### src/rtl/mc_claim_pkg.sv
package mc_claim_pkg;

  localparam int ADDR_W   = 32;
  localparam int ALIGN_W  = 20;
  localparam int BASE_W   = ADDR_W - ALIGN_W;
  localparam int SIZE_W   = 4;
  localparam int MIN_LOG2 = 25;
  localparam int MAX_CODE = 8;
  localparam int REG_LO   = 'h1800;
  localparam int REG_HI   = 'h19FF;
  localparam int OFF_W    = 9;

  typedef logic [ADDR_W-1:0] addr_t;
  typedef logic [ADDR_W:0]   wide_t;

  typedef enum logic [1:0] {
    SEL_PRI  = 2'd0,
    SEL_SEC  = 2'd1,
    SEL_SIZE = 2'd2,
    SEL_NONE = 2'd3
  } win_sel_e;

  typedef enum logic [1:0] {
    DST_NONE = 2'd0,
    DST_MEM  = 2'd1,
    DST_REG  = 2'd2
  } dest_e;

  typedef struct packed {
    logic [BASE_W-1:0] pri_hi;
    logic [BASE_W-1:0] sec_hi;
    logic [SIZE_W-1:0] code;
  } win_cfg_t;

  // Window span in bytes; zero means the window is closed.
  function automatic wide_t win_span(input logic [SIZE_W-1:0] code);
    wide_t s;
    s = '0;
    if (code != '0 && int'(code) <= MAX_CODE)
      s = wide_t'(1) << (MIN_LOG2 - 1 + int'(code));
    return s;
  endfunction

  // Base-inclusive, end-exclusive match computed one bit wider than the bus.
  function automatic logic win_hit(input addr_t a,
                                   input logic [BASE_W-1:0] hi,
                                   input logic [SIZE_W-1:0] code);
    wide_t lo, span, x;
    lo   = {1'b0, hi, {ALIGN_W{1'b0}}};
    span = win_span(code);
    x    = {1'b0, a};
    return (span != '0) && (x >= lo) && (x < lo + span);
  endfunction

  function automatic logic reg_hit(input addr_t a, input addr_t pb);
    wide_t x, lo, hi;
    x  = {1'b0, a};
    lo = {1'b0, pb} + wide_t'(REG_LO);
    hi = {1'b0, pb} + wide_t'(REG_HI);
    return (x >= lo) && (x <= hi);
  endfunction

  function automatic logic [OFF_W-1:0] reg_off(input addr_t a, input addr_t pb);
    return OFF_W'(a - pb - addr_t'(REG_LO));
  endfunction

endpackage

### src/rtl/mc_window_regs.sv
module mc_window_regs
  import mc_claim_pkg::*;
(
  input  logic              clk,
  input  logic              rst_n,
  input  logic              wr_en,
  input  logic [1:0]        wr_sel,
  input  logic [BASE_W-1:0] wr_data,
  output win_cfg_t          cfg
);

  win_sel_e sel;
  logic     wr_pri, wr_sec, wr_size;

  assign sel     = win_sel_e'(wr_sel);
  assign wr_pri  = wr_en && (sel == SEL_PRI);
  assign wr_sec  = wr_en && (sel == SEL_SEC);
  assign wr_size = wr_en && (sel == SEL_SIZE);

  always_ff @(posedge clk) begin
    if (!rst_n) begin
      cfg <= '0;
    end else begin
      if (wr_pri)  cfg.pri_hi <= wr_data;
      if (wr_sec)  cfg.sec_hi <= wr_data;
      if (wr_size) cfg.code   <= wr_data[SIZE_W-1:0];
    end
  end

  a_r2_none_sel_keeps: assert property (@(posedge clk) disable iff (!rst_n)
    (wr_en && sel == SEL_NONE) |=> $stable(cfg));

  a_r2_size_only_code: assert property (@(posedge clk) disable iff (!rst_n)
    wr_size |=> ($stable(cfg.pri_hi) && $stable(cfg.sec_hi)));

endmodule

### src/rtl/mc_port_stage.sv
module mc_port_stage
  import mc_claim_pkg::*;
(
  input  logic  clk,
  input  logic  rst_n,
  input  logic  req_valid,
  input  addr_t req_addr,
  input  logic  hit_mem,
  input  logic  hit_reg,
  input  logic  mem_ready,
  input  logic  reg_ready,
  output logic  req_ready,
  output logic  mem_valid,
  output logic  reg_valid,
  output addr_t out_addr,
  output logic  claim,
  output logic  unclaim
);

  dest_e held_dst;
  dest_e pick;
  logic  fire;
  logic  drain;
  logic  taken;

  // Register space wins over any DRAM window.
  always_comb begin
    if (hit_reg)      pick = DST_REG;
    else if (hit_mem) pick = DST_MEM;
    else              pick = DST_NONE;
  end

  assign taken     = (pick != DST_NONE);
  assign drain     = ((held_dst == DST_MEM) && mem_ready) ||
                     ((held_dst == DST_REG) && reg_ready);
  assign req_ready = (held_dst == DST_NONE) || drain;
  assign fire      = req_valid && req_ready;
  assign mem_valid = (held_dst == DST_MEM);
  assign reg_valid = (held_dst == DST_REG);

  always_ff @(posedge clk) begin
    if (!rst_n) begin
      held_dst <= DST_NONE;
      out_addr <= '0;
      claim    <= 1'b0;
      unclaim  <= 1'b0;
    end else begin
      claim   <= fire && taken;
      unclaim <= fire && !taken;
      if (fire) begin
        held_dst <= pick;
        out_addr <= req_addr;
      end else if (drain) begin
        held_dst <= DST_NONE;
      end
    end
  end

  a_r8_one_kind: assert property (@(posedge clk) disable iff (!rst_n)
    !(claim && unclaim));

  a_r8_pulse_follows_accept: assert property (@(posedge clk) disable iff (!rst_n)
    (claim || unclaim) |-> $past(fire));

  a_r9_mem_hold: assert property (@(posedge clk) disable iff (!rst_n)
    (mem_valid && !mem_ready) |=> (mem_valid && $stable(out_addr)));

  a_r9_reg_hold: assert property (@(posedge clk) disable iff (!rst_n)
    (reg_valid && !reg_ready) |=> (reg_valid && $stable(out_addr)));

  a_r6_reg_first: assert property (@(posedge clk) disable iff (!rst_n)
    (fire && hit_reg) |=> (reg_valid && !mem_valid));

endmodule

### src/rtl/mc_claim_router.sv
module mc_claim_router
  import mc_claim_pkg::*;
#(
  parameter logic [31:0] PERIPH_BASE = 32'hFFD0_0000
) (
  input  logic        clk,
  input  logic        rst_n,
  input  logic        wr_en,
  input  logic [1:0]  wr_sel,
  input  logic [11:0] wr_data,
  input  logic        n_req_valid,
  input  logic [31:0] n_req_addr,
  output logic        n_req_ready,
  output logic        n_q_valid,
  output logic [31:0] n_q_addr,
  input  logic        n_q_ready,
  output logic        n_claim,
  output logic        n_unclaim,
  input  logic        s_req_valid,
  input  logic [31:0] s_req_addr,
  output logic        s_req_ready,
  output logic        s_q_valid,
  output logic [31:0] s_q_addr,
  input  logic        s_q_ready,
  output logic        s_cfg_valid,
  output logic [8:0]  s_cfg_off,
  input  logic        s_cfg_ready,
  output logic        s_claim,
  output logic        s_unclaim,
  input  logic        d_req_valid,
  input  logic [31:0] d_req_addr,
  output logic        d_req_ready,
  output logic        d_q_valid,
  output logic [31:0] d_q_addr,
  input  logic        d_q_ready,
  output logic        d_claim
);

  win_cfg_t cfg;
  logic     n_pri_hit, n_sec_hit, n_hit_mem;
  logic     s_hit_mem, s_hit_reg;
  logic     n_reg_v, d_reg_v, d_unclaim;
  addr_t    s_out_addr;

  mc_window_regs u_regs (
    .clk     (clk),
    .rst_n   (rst_n),
    .wr_en   (wr_en),
    .wr_sel  (wr_sel),
    .wr_data (wr_data),
    .cfg     (cfg)
  );

  // North: either DRAM window, no register space.
  assign n_pri_hit = win_hit(n_req_addr, cfg.pri_hi, cfg.code);
  assign n_sec_hit = win_hit(n_req_addr, cfg.sec_hi, cfg.code);
  assign n_hit_mem = n_pri_hit || n_sec_hit;

  // South: primary window plus register space.
  assign s_hit_mem = win_hit(s_req_addr, cfg.pri_hi, cfg.code);
  assign s_hit_reg = reg_hit(s_req_addr, PERIPH_BASE);

  mc_port_stage u_north (
    .clk       (clk),
    .rst_n     (rst_n),
    .req_valid (n_req_valid),
    .req_addr  (n_req_addr),
    .hit_mem   (n_hit_mem),
    .hit_reg   (1'b0),
    .mem_ready (n_q_ready),
    .reg_ready (1'b0),
    .req_ready (n_req_ready),
    .mem_valid (n_q_valid),
    .reg_valid (n_reg_v),
    .out_addr  (n_q_addr),
    .claim     (n_claim),
    .unclaim   (n_unclaim)
  );

  mc_port_stage u_south (
    .clk       (clk),
    .rst_n     (rst_n),
    .req_valid (s_req_valid),
    .req_addr  (s_req_addr),
    .hit_mem   (s_hit_mem),
    .hit_reg   (s_hit_reg),
    .mem_ready (s_q_ready),
    .reg_ready (s_cfg_ready),
    .req_ready (s_req_ready),
    .mem_valid (s_q_valid),
    .reg_valid (s_cfg_valid),
    .out_addr  (s_out_addr),
    .claim     (s_claim),
    .unclaim   (s_unclaim)
  );

  assign s_q_addr  = s_out_addr;
  assign s_cfg_off = reg_off(s_out_addr, PERIPH_BASE);

  // DMA: no decode, every request is taken.
  mc_port_stage u_dma (
    .clk       (clk),
    .rst_n     (rst_n),
    .req_valid (d_req_valid),
    .req_addr  (d_req_addr),
    .hit_mem   (1'b1),
    .hit_reg   (1'b0),
    .mem_ready (d_q_ready),
    .reg_ready (1'b0),
    .req_ready (d_req_ready),
    .mem_valid (d_q_valid),
    .reg_valid (d_reg_v),
    .out_addr  (d_q_addr),
    .claim     (d_claim),
    .unclaim   (d_unclaim)
  );

  a_r4_north_no_cfg: assert property (@(posedge clk) disable iff (!rst_n)
    !n_reg_v);

  a_r7_dma_never_unclaimed: assert property (@(posedge clk) disable iff (!rst_n)
    !d_unclaim && !d_reg_v);

  a_r6_cfg_not_queued: assert property (@(posedge clk) disable iff (!rst_n)
    !(s_q_valid && s_cfg_valid));

  a_r1_closed_after_reset: assert property (@(posedge clk)
    $rose(rst_n) |-> (cfg.code == '0));

endmodule

### config.mk
export PLATFORM = sky130hd
export DESIGN_NAME = mc_claim_router
export DESIGN_NICKNAME = d
export VERILOG_FILES = /design/src/rtl/mc_claim_pkg.sv /design/src/rtl/mc_window_regs.sv /design/src/rtl/mc_port_stage.sv /design/src/rtl/mc_claim_router.sv
export SDC_FILE = /design/constraint.sdc
export NUM_CORES = 1
export LEC_CHECK = 0
export BUFFER_PORTS_ARGS = -buffer_cell sky130_fd_sc_hd__buf_2
export CORE_MARGIN = 2
export CORE_UTILIZATION = 60
export CTS_BUF_LIST = sky130_fd_sc_hd__clkbuf_4 sky130_fd_sc_hd__clkbuf_8
export DETAILED_ROUTE_END_ITERATION = 6
export GPL_ROUTABILITY_DRIVEN = 0
export GPL_TIMING_DRIVEN = 0
export PLACE_DENSITY_LB_ADDON = 0.05
export SLEW_MARGIN = 30
export SYNTH_ARGS = -nofsm -noshare
export SYNTH_HDL_FRONTEND = slang
export SYNTH_HIERARCHICAL = 1
export SYNTH_SLANG_ARGS = --single-unit
### constraint.sdc
create_clock -name clk -period 7.9 [get_ports clk]
set_clock_uncertainty 0.15 [all_clocks]
set_input_delay 0.395 -clock clk [delete_from_list [all_inputs] [get_ports clk]]
set_output_delay 0.395 -clock clk [all_outputs]
set_load 0.005 [all_outputs]
# After elaboration in Yosys (flattened, before gate mapping)
# Index checks and enable logic that the tools add are counted.
[classes]
eq_ne = 5
shift = 1
magnitude_cmp = 9
n_mux = 10
n_reduce_logical = 40
addsub = 5
[op_table]
columns = ["operator", "n"]
rows = [
  ["$lt A32 B33 Y1", 3],
  ["$ge A32 B32 Y1", 3],
  ["$add A32 B33 Y33", 2],
  ["$mux W33", 1],
  ["$reduce_bool A33 Y1", 1],
  ["$shl A1 B6 Y33 const A", 1],
  ["$ge A32 B32 Y1 const B", 1],
  ["$le A32 B32 Y1 const B", 1],
  ["$logic_and A1 B1 Y1", 22],
  ["$sub A9 B1 Y9 const B", 2],
  ["$mux W2", 5],
  ["$reduce_bool A2 Y1", 5],
  ["$logic_not A2 Y1", 4],
  ["$add A5 B4 Y6 const A", 1],
  ["$eq A2 B1 Y1 const B", 3],
  ["$logic_or A1 B1 Y1", 5],
  ["$eq A2 B2 Y1 const B", 2],
  ["$le A4 B4 Y1 const B", 1],
  ["$mux W1", 4],
  ["$reduce_bool A4 Y1", 1],
  ["$logic_not A1 Y1", 2],
]
[totals]
regBits = 134
out_inout_bits = 117
in_bits = 120
word_cells = 84

# Longest topological paths before layout
# Gate-level depths: netlist (run 1).
[depth]
depth_word = 11
ltp_mapped = 19
mapped_depth_nobuf = 19

# By module
# Netlist (run 1), hierarchy kept.
[modules_own_cells]
columns = ["module", "area_each_um2", "n_inst", "seq_area_each_um2", "cells_each"]
rows = [
  ["mc_port_stage", 1515.2, 3, 720.7, 161],
  ["mc_claim_router", 3723.6, 1, 0.0, 478],
  ["mc_window_regs", 1062.3, 1, 560.5, 105],
]

# Worst setup path after synthesis (run 1)
# Ideal clock, no wire load.
[synth_path]
kind = "register to register"
startpoint = "register, netlist name u_regs/cfg[3]"
endpoint = "register u_north.held_dst[0]"
synth_period_minus_slack_ps = 3715
n_path_buf = 0
required_ps = 7689
slack_ps = 4185
stages_incl_launch_ff = 17
arrival_time_ps = 3503
cell_sequence = "dfxtp_1 nand2b_1 nor3_1 ha_1 nand2b_1 a31o_2 a21oi_1 xor2_1 ha_1 a21o_1 a211o_1 or4_1 a21oi_1 nor4_1 o32ai_1 nor3b_1 a32o_1"
[synth_via]
elab_chain_len = 9
[synth_lines]
columns = ["element", "line_no", "source"]
rows = [
  ["$add A5 B4 Y6 (tied with other cells)", "mc_claim_pkg.sv:40", "s = wide_t'(1) << (MIN_LOG2 - 1 + int'(code));"],
  ["$shl A1 B6 Y33 or $logic_and A1 B1 Y1 (tied branches)", "mc_claim_pkg.sv:40, mc_claim_pkg.sv:39", ""],
  ["$mux W33 (*)", "mc_claim_pkg.sv:39", "if (code != '0 && int'(code) <= MAX_CODE)"],
  ["$add A32 B33 Y33 or $reduce_bool A33 Y1 (tied branches)", "mc_claim_pkg.sv:52", "return (span != '0) && (x >= lo) && (x < lo + span);"],
  ["$lt A32 B33 Y1 or $logic_and A1 B1 Y1 (tied branches)", "mc_claim_pkg.sv:52", ""],
  ["$logic_and A1 B1 Y1", "mc_claim_pkg.sv:52", ""],
  ["$logic_or A1 B1 Y1 (*)", "mc_claim_router.sv:57", "assign n_hit_mem = n_pri_hit || n_sec_hit;"],
  ["net n_hit_mem", "mc_claim_router.sv:40", "logic n_pri_hit, n_sec_hit, n_hit_mem;"],
  ["$mux W1 (*)", "mc_port_stage.sv:29", "else if (hit_mem) pick = DST_MEM;"],
  ["$mux W2 (*)", "mc_port_stage.sv:50", "if (fire) begin"],
  ["to (signal assigned)", "mc_port_stage.sv:51", "held_dst <= pick;"],
  ["to (decl)", "mc_port_stage.sv:20", "dest_e held_dst;"],
]
# The timed path passes the listed nets; every way through them passes the cells marked *.
# A chain may end at the register's enable or synchronous reset.

# Final worst setup path (run 1)
[layout_path]
startpoint = "register, netlist name u_regs/cfg[3]"
endpoint = "register u_north.held_dst[0]"
[layout_via]
elab_chain_len = 9
[layout_lines]
columns = ["element", "line_no"]
rows = [
  ["$add A5 B4 Y6 (tied with other cells)", "mc_claim_pkg.sv:40"],
  ["$shl A1 B6 Y33 or $logic_and A1 B1 Y1 (tied branches)", "mc_claim_pkg.sv:40, mc_claim_pkg.sv:39"],
  ["$mux W33 (*)", "mc_claim_pkg.sv:39"],
  ["$add A32 B33 Y33 or $reduce_bool A33 Y1 (tied branches)", "mc_claim_pkg.sv:52"],
  ["$lt A32 B33 Y1 or $logic_and A1 B1 Y1 (tied branches)", "mc_claim_pkg.sv:52"],
  ["$logic_and A1 B1 Y1", "mc_claim_pkg.sv:52"],
  ["$logic_or A1 B1 Y1 (*)", "mc_claim_router.sv:57"],
  ["net n_hit_mem", "mc_claim_router.sv:40"],
  ["$mux W1 (*)", "mc_port_stage.sv:29"],
  ["$mux W2 (*)", "mc_port_stage.sv:50"],
]
# Marks and branches as above.

==> metrics.yaml, run 1 <==
path_clk_slew_ns: 0.08
syn_area_um2: 9290
seqPwrFrac_pct: 42.7
antenna_found_initial: 0
cts_tree: "done"
ir_drop_v: 0.000115
p_clk_share_pct: 33.4
rr_startpoint: "u_regs/cfg[3]"
wirelength_um: 24000
seqCellArea_um2: 2700
postCtsSetupRepairBufs: 0
fmax_ghz: 0.221
fp.dieH_um: 128
relSlewSlack_pct: 45.4
p_leak_nw: 5.82
io_pins: 237
drc_errors: 0
initial_core_util_pct: 61.3
max_cap_violations: 0
rrSetupSlack_ns: 3.37
rsz0062_at_grt: "no"
drtIter0Drc: 434
root_buffer: "clkbuf_8"
reg2regPathDepth: 16
syn-instance-count: 1062
fill_cells: 1181
firstDrtPassIters: 5
crit_path_start: "u_regs/cfg[3]"
p_comb_share_pct: 24.0
status: "completed"
grt_max_degree: 17
swShare_pct: 31.0
tns_ns: 0
first_global_vias: 7944
finalMaxSlewViolations: 0
final_common_cell: "nand2_1"
cts_resized: 0
crit_required_ns: 8.11
grt_overflow: 0
crit_path_end: "u_north/held_dst[0]"
criticalPathCategory: "flop to flop"
clock_sinks: 135
switchingPower_uw: 547
cts_htree_levels: 4
reg2reg_to: "u_north/held_dst[0]"
clock_path_buffers: 2
ctsHoldBuffers: 2
areaGrowthSynthToFinish_pct: 22.3
setup.worst_path.start_class: "flop"
finalSetupViolations: 0
final_cell_mix: "nand2_1 (248), buf_2 (239), dfxtp_1 (135), ha_1 (131), mux2i_1 (124)"
vias: 8554
power_density_nw_per_um2: 156
routed_via_density: 5.41
dieWidth_um: 128
cp_max_fo: 7
dp_hpwl_um: 19400
max_slew.worst_pin.slew_ns: 0.811
fin_nets: 1632
wl_per_cell_um: 15.2
cts_buffers: 17
drtAntennaViolNets: 0
period_share_pct: 57.3
crit_arrival_ns: 4.74
fin_crit_ns: 4.53
syn_avg_cell_area_um2: 8.75
hold_path.class: "primary input to flop"
coreArea_um2: 15100
drive_gt1_share_pct: 22.4
multi_input_area_um2: 6250
cp-end-kind: "flop"
finalHoldViolations: 0
rows: 45
track_usage_pct: 29.1
fin_cells: 1580
dp.cells: 1546
grt_pass1_wl_um: 38300
internal-power_mw: 1.22
antenna_cells: 0
portBuffers: 236
ys_warn_count: 6
dieArea_um2: 16500
insertion_delay_ns: 0.46
sequential cells by signal (all words and copies together) (netlist names):
register          cells
u_south/claim         1
u_regs/cfg           28
u_dma/out_addr       32
u_south/out_addr     32
u_north/unclaim       1
u_south/unclaim       1
u_north/claim         1
u_south/held_dst      2
u_dma/claim           1
u_north/out_addr     32
u_dma/held_dst        2
u_north/held_dst      2
power by group through the flow:
stage,clock network (mW),registers [mW],logic [mW]
5_1_grt,0.633,0.759,0.472
3_5_place_dp,0,0.770,0.417
4_1_cts,0.601,0.754,0.421
3_3_place_gp,0,0.768,0.406
6_report,0.590,0.754,0.424
2_1_floorplan,0,0.770,0.261
through the flow:
stage	hold slack (ns)	total power, mW	area (um^2)	util, %	setup WS (ns)
finish	0.0220	1.77	11400	75.0	3.37
global route	0.000200	1.86	11400	75.0	3.15
CTS	0.00117	1.78	11400	75.0	3.46
detailed placement	0.295	1.19	10900	72.2	3.50
global placement	0.289	1.17	10900	72.2	3.55
floorplan	0.301	1.03	9520	-	4.19
worst min path at each step:
stage,from,end,cells past startpoint
floorplan,u_dma/out_addr[0],u_dma/out_addr[0],2
global placement,u_south/out_addr[9],u_south/out_addr[9],2
detailed placement,u_north/out_addr[5],u_north/out_addr[5],2
CTS,d_req_addr[7],u_dma/out_addr[7],3
global route,d_req_addr[19],u_dma/out_addr[19],3
finish,d_req_addr[7],u_dma/out_addr[7],3
per-layer routing:
layer	wire length (um)	part of all wire [%]	GRT usage (%)
met1	10700	45	36.5
met5	0	0	0
met3	1200	5.0	5.16
met4	561	2.3	10.9
met2	11500	48	50.1
worst max-delay path, stage by stage (launching register included):
cell	delay, ns
dfxtp_1	0.38
nand2b_1	0.22
nor3_1	0.40
ha_1	0.37
o21a_1	0.19
o21a_1	0.18
a2111oi_0	0.52
nor2_1	0.18
xnor2_1	0.16
ha_1	0.29
nand3_1	0.10
nor3_1	0.20
a211oi_1	0.11
nor4b_1	0.36
o32ai_1	0.24
nor3b_1	0.19
a32o_1	0.19
layout make-up:
cell class | instances | share of cell area [%]
inverters | 52 | 1.72
flip-flops and latches | 135 | 23.8
multi-input cells | 890 | 55.0
clock buffers | 18 | 2.18
plain buffers | 45 | 3.24
clock inverters | 14 | 1.42
repair buffers | 238 | 10.6
well taps | 188 | 2.07
(Power assumes the default switching activity.)
==> run 2, diff against run 1 <==
--- a/config.mk
+++ b/config.mk
@@ -5,9 +5,10 @@
 export SDC_FILE = /design/constraint.sdc
 export NUM_CORES = 1
 export LEC_CHECK = 0
+export ABC_AREA = 1
 export BUFFER_PORTS_ARGS = -buffer_cell sky130_fd_sc_hd__buf_2
 export CORE_MARGIN = 2
-export CORE_UTILIZATION = 60
+export CORE_UTILIZATION = 51
 export CTS_BUF_LIST = sky130_fd_sc_hd__clkbuf_4 sky130_fd_sc_hd__clkbuf_8
 export DETAILED_ROUTE_END_ITERATION = 6
 export GPL_ROUTABILITY_DRIVEN = 0
==> constraint.sdc (replaced) <==
create_clock -name clk -period 4.1 [get_ports clk]
set_clock_uncertainty 0.15 [all_clocks]
set_input_delay 0.205 -clock clk [delete_from_list [all_inputs] [get_ports clk]]
set_output_delay 0.205 -clock clk [all_outputs]
set_load 0.005 [all_outputs]
==> run 2 against run 1 <==
Net effect:
- non-clock buffer count increased by 144
- clock power increased by 110%
- first-iteration DRC count increased by 10%
- design area increased by 21%
- total power increased by 120%
- critical path depth increased by 4
- core utilization decreased by 6.7 points
- register-to-register slack got worse by 2.8 ns
- worst setup slack got worse by 2.8 ns
- combinational power increased to 2.7 times the previous value
- critical path type unchanged
- highest routed layer unchanged
==> metrics.yaml, run 2 <==
postCtsSetupRepairBufs: 0  # unchanged
stdcell_area_um2: 13700  # +21%
max_slew.worst_pin.slew_ns: 0.542  # -0.269 ns
p_leak_nw: 7.33  # +26%
ys_warn_count: 6  # unchanged
crit_path_end: "u_south/held_dst[0]"
antenna_found_initial: 0  # unchanged
power_density_nw_per_um2: 283  # +82%
syn_area_um2: 10400  # +11%
worst-path-stages: 20  # +4
post-place-ws_ns: 0.617  # -2.88 ns
wl_per_cell_um: 13.1  # -13%
firstDrtPassIters: 5  # unchanged
path_delay_family: "compound AO/OA/AOI/OAI gates"
setup.worst_path.start_class: "flop"
slowest_stage: "ha_1"
first_global_vias: 10457  # +32%
crit_arrival_ns: 3.78  # -0.96 ns
portBuffers: 231  # -2.1%
grt_pass1_wl_um: 48000  # +25%
period_share_pct: 86.3  # +29 points
fp.dieH_um: 146  # +14%
rr_startpoint: "u_regs/cfg[3]"
finalHoldViolations: 0  # unchanged
antenna_cells: 0  # unchanged
cts_buffers: 17  # unchanged
relSlewSlack_pct: 63.9  # +18 points
tns_ns: 0  # unchanged
rrSetupSlack_ns: 0.56  # -2.81 ns
fin_cells: 2236  # +42%
coreArea_um2: 20100  # +33%
dp_hpwl_um: 22000  # +13%
clock_path_buffers: 2  # unchanged
cp_max_fo: 4  # -3
areaGrowthSynthToFinish_pct: 32.7
clock_sinks: 135  # unchanged
path_clk_slew_ns: 0.08  # about the same
cts_resized: 0  # unchanged
slowest_delay_ns: 0.35  # -0.17 ns
crit_required_ns: 4.34  # -3.77 ns
drtAntennaViolNets: 0  # unchanged
reg2regPathDepth: 20  # +4
status: "completed"
io_pins: 237  # unchanged
cts_htree_levels: 4  # unchanged
syn_avg_cell_area_um2: 6.80  # -22%
post_dp_cell_area_um2: 12100  # +10%
dieArea_um2: 21500  # +30%
rsz0062_at_grt: "no"
grt_overflow: 0  # unchanged
cp-end-kind: "flop"
vias: 10974  # +28%
final_cell_mix: "nand2_1 (289), buf_2 (263), inv_1 (227), nor2_1 (217), nand3_1 (139)"
path_buf_inv: 2  # +2
fin_nets: 2206  # +35%
reg2reg_to: "u_south/held_dst[0]"
drive_gt1_share_pct: 20.4  # -2.0 points
max_cap_violations: 0  # unchanged
drc_errors: 0  # unchanged
drtIter0Drc: 478  # +10%
fmax_ghz: 0.283  # +28%
dieWidth_um: 146  # +14%
track_usage_pct: 27.2  # -1.9 points
fin_crit_ns: 3.54  # -0.992 ns
grt_max_degree: 17  # unchanged
dp.cells: 2081  # +35%
setup_slack_ns: 0.562  # -2.81 ns
initial_core_util_pct: 51.5  # -9.8 points
final_common_cell: "nand2_1"
routed_via_density: 4.91  # -9.3%
criticalPathCategory: "flop to flop"
ir_drop_v: 0.000212  # +85%
rows: 52  # +16%
root_buffer: "clkbuf_8"
insertion_delay_ns: 0.46  # about the same
hold_path.class: "primary input to flop"
cts_tree: "done"
finalMaxSlewViolations: 0  # unchanged
power.total_mw: 3.89  # +120%
finalSetupViolations: 0  # unchanged
path_cells: "inv_1 > nand2_1 > nor2_1 > ha_1 > a21oi_1 > o21ai_0 > a21oi_1 > o21ai_1 > a21oi_1 > o21bai_1 > xnor2_1 > ha_1 > and3_1 > nand3_1 > nand2_1 > a21oi_2 > inv_1 > nor2_1 > nand4_1 > nand2_1"
reg.largest.list: "u_dma/out_addr: 32 flops, u_north/out_addr: 32 flops, u_south/out_addr: 32 flops"
syn-instance-count: 1522  # +43%
crit_path_start: "u_regs/cfg[3]"
wirelength_um: 29400  # +23%
## run 2: repair_timing
| action | CTS | global route |
|---|---|---|
| endpoints found under the setup margin | 0 | 0 |
| hold buffers | 123 | 0 |
| endpoints found under the hold margin | 127 | 0 |
## run 2: how the worst min path moves through the flow
stage / from / end / slack [ns] / cells past startpoint
after floorplan: wr_data[0] / u_regs/cfg[0] / 0.19 / 2
after global placement: wr_data[5] / u_regs/cfg[9] / 0.30 / 3
after detailed placement: wr_data[5] / u_regs/cfg[9] / 0.31 / 3
after CTS: n_req_addr[31] / u_north/out_addr[31] / 0.002 / 5
after global routing: wr_sel[0] / u_regs/cfg[6] / 0.03 / 5
final: wr_sel[0] / u_regs/cfg[6] / 0.03 / 5
## run 2: cell type report
cell class | instances | area [um^2]
plain buffers | 73 | 494
inverters | 229 | 860
clock inverters | 14 | 200
clock buffers | 18 | 241
flip-flops and latches | 135 | 2700
well taps | 270 | 338
fillers | 1810 | 6360
repair buffers | 354 | 2390
multi-input cells | 1143 | 6520
## run 2: worst min-delay path: cells and delay by family
| kind | cells | cell delay [ns] |
|---|---|---|
| simple gates | 4 | 0.25 |
| buf+inv | 1 | 0.14 |
## run 2: metal layers
| metal | GRT usage (%) | routed length (um) |
|---|---|---|
| met1 | 33.1 | 13100 |
| met2 | 48.6 | 14300 |
| met3 | 3.91 | 1300 |
| met4 | 10.1 | 741 |
| met5 | 0 | 0 |
## run 2: power by group
| group | switching, mW | leakage, nW | internal [mW] | total, mW |
|---|---|---|---|---|
| clock | 0.573 | 0.213 | 0.674 | 1.25 |
| sequential | 0.0781 | 1.12 | 1.42 | 1.49 |
| combinational | 0.623 | 6.00 | 0.527 | 1.15 |
## run 2: metrics by stage
stage,hold WS [ns],util (%)
global route,0.0345,68.3
detailed placement,0.311,60.0
CTS,0.00188,68.3
finish,0.0318,68.3
global placement,0.302,60.0
floorplan,0.190,-
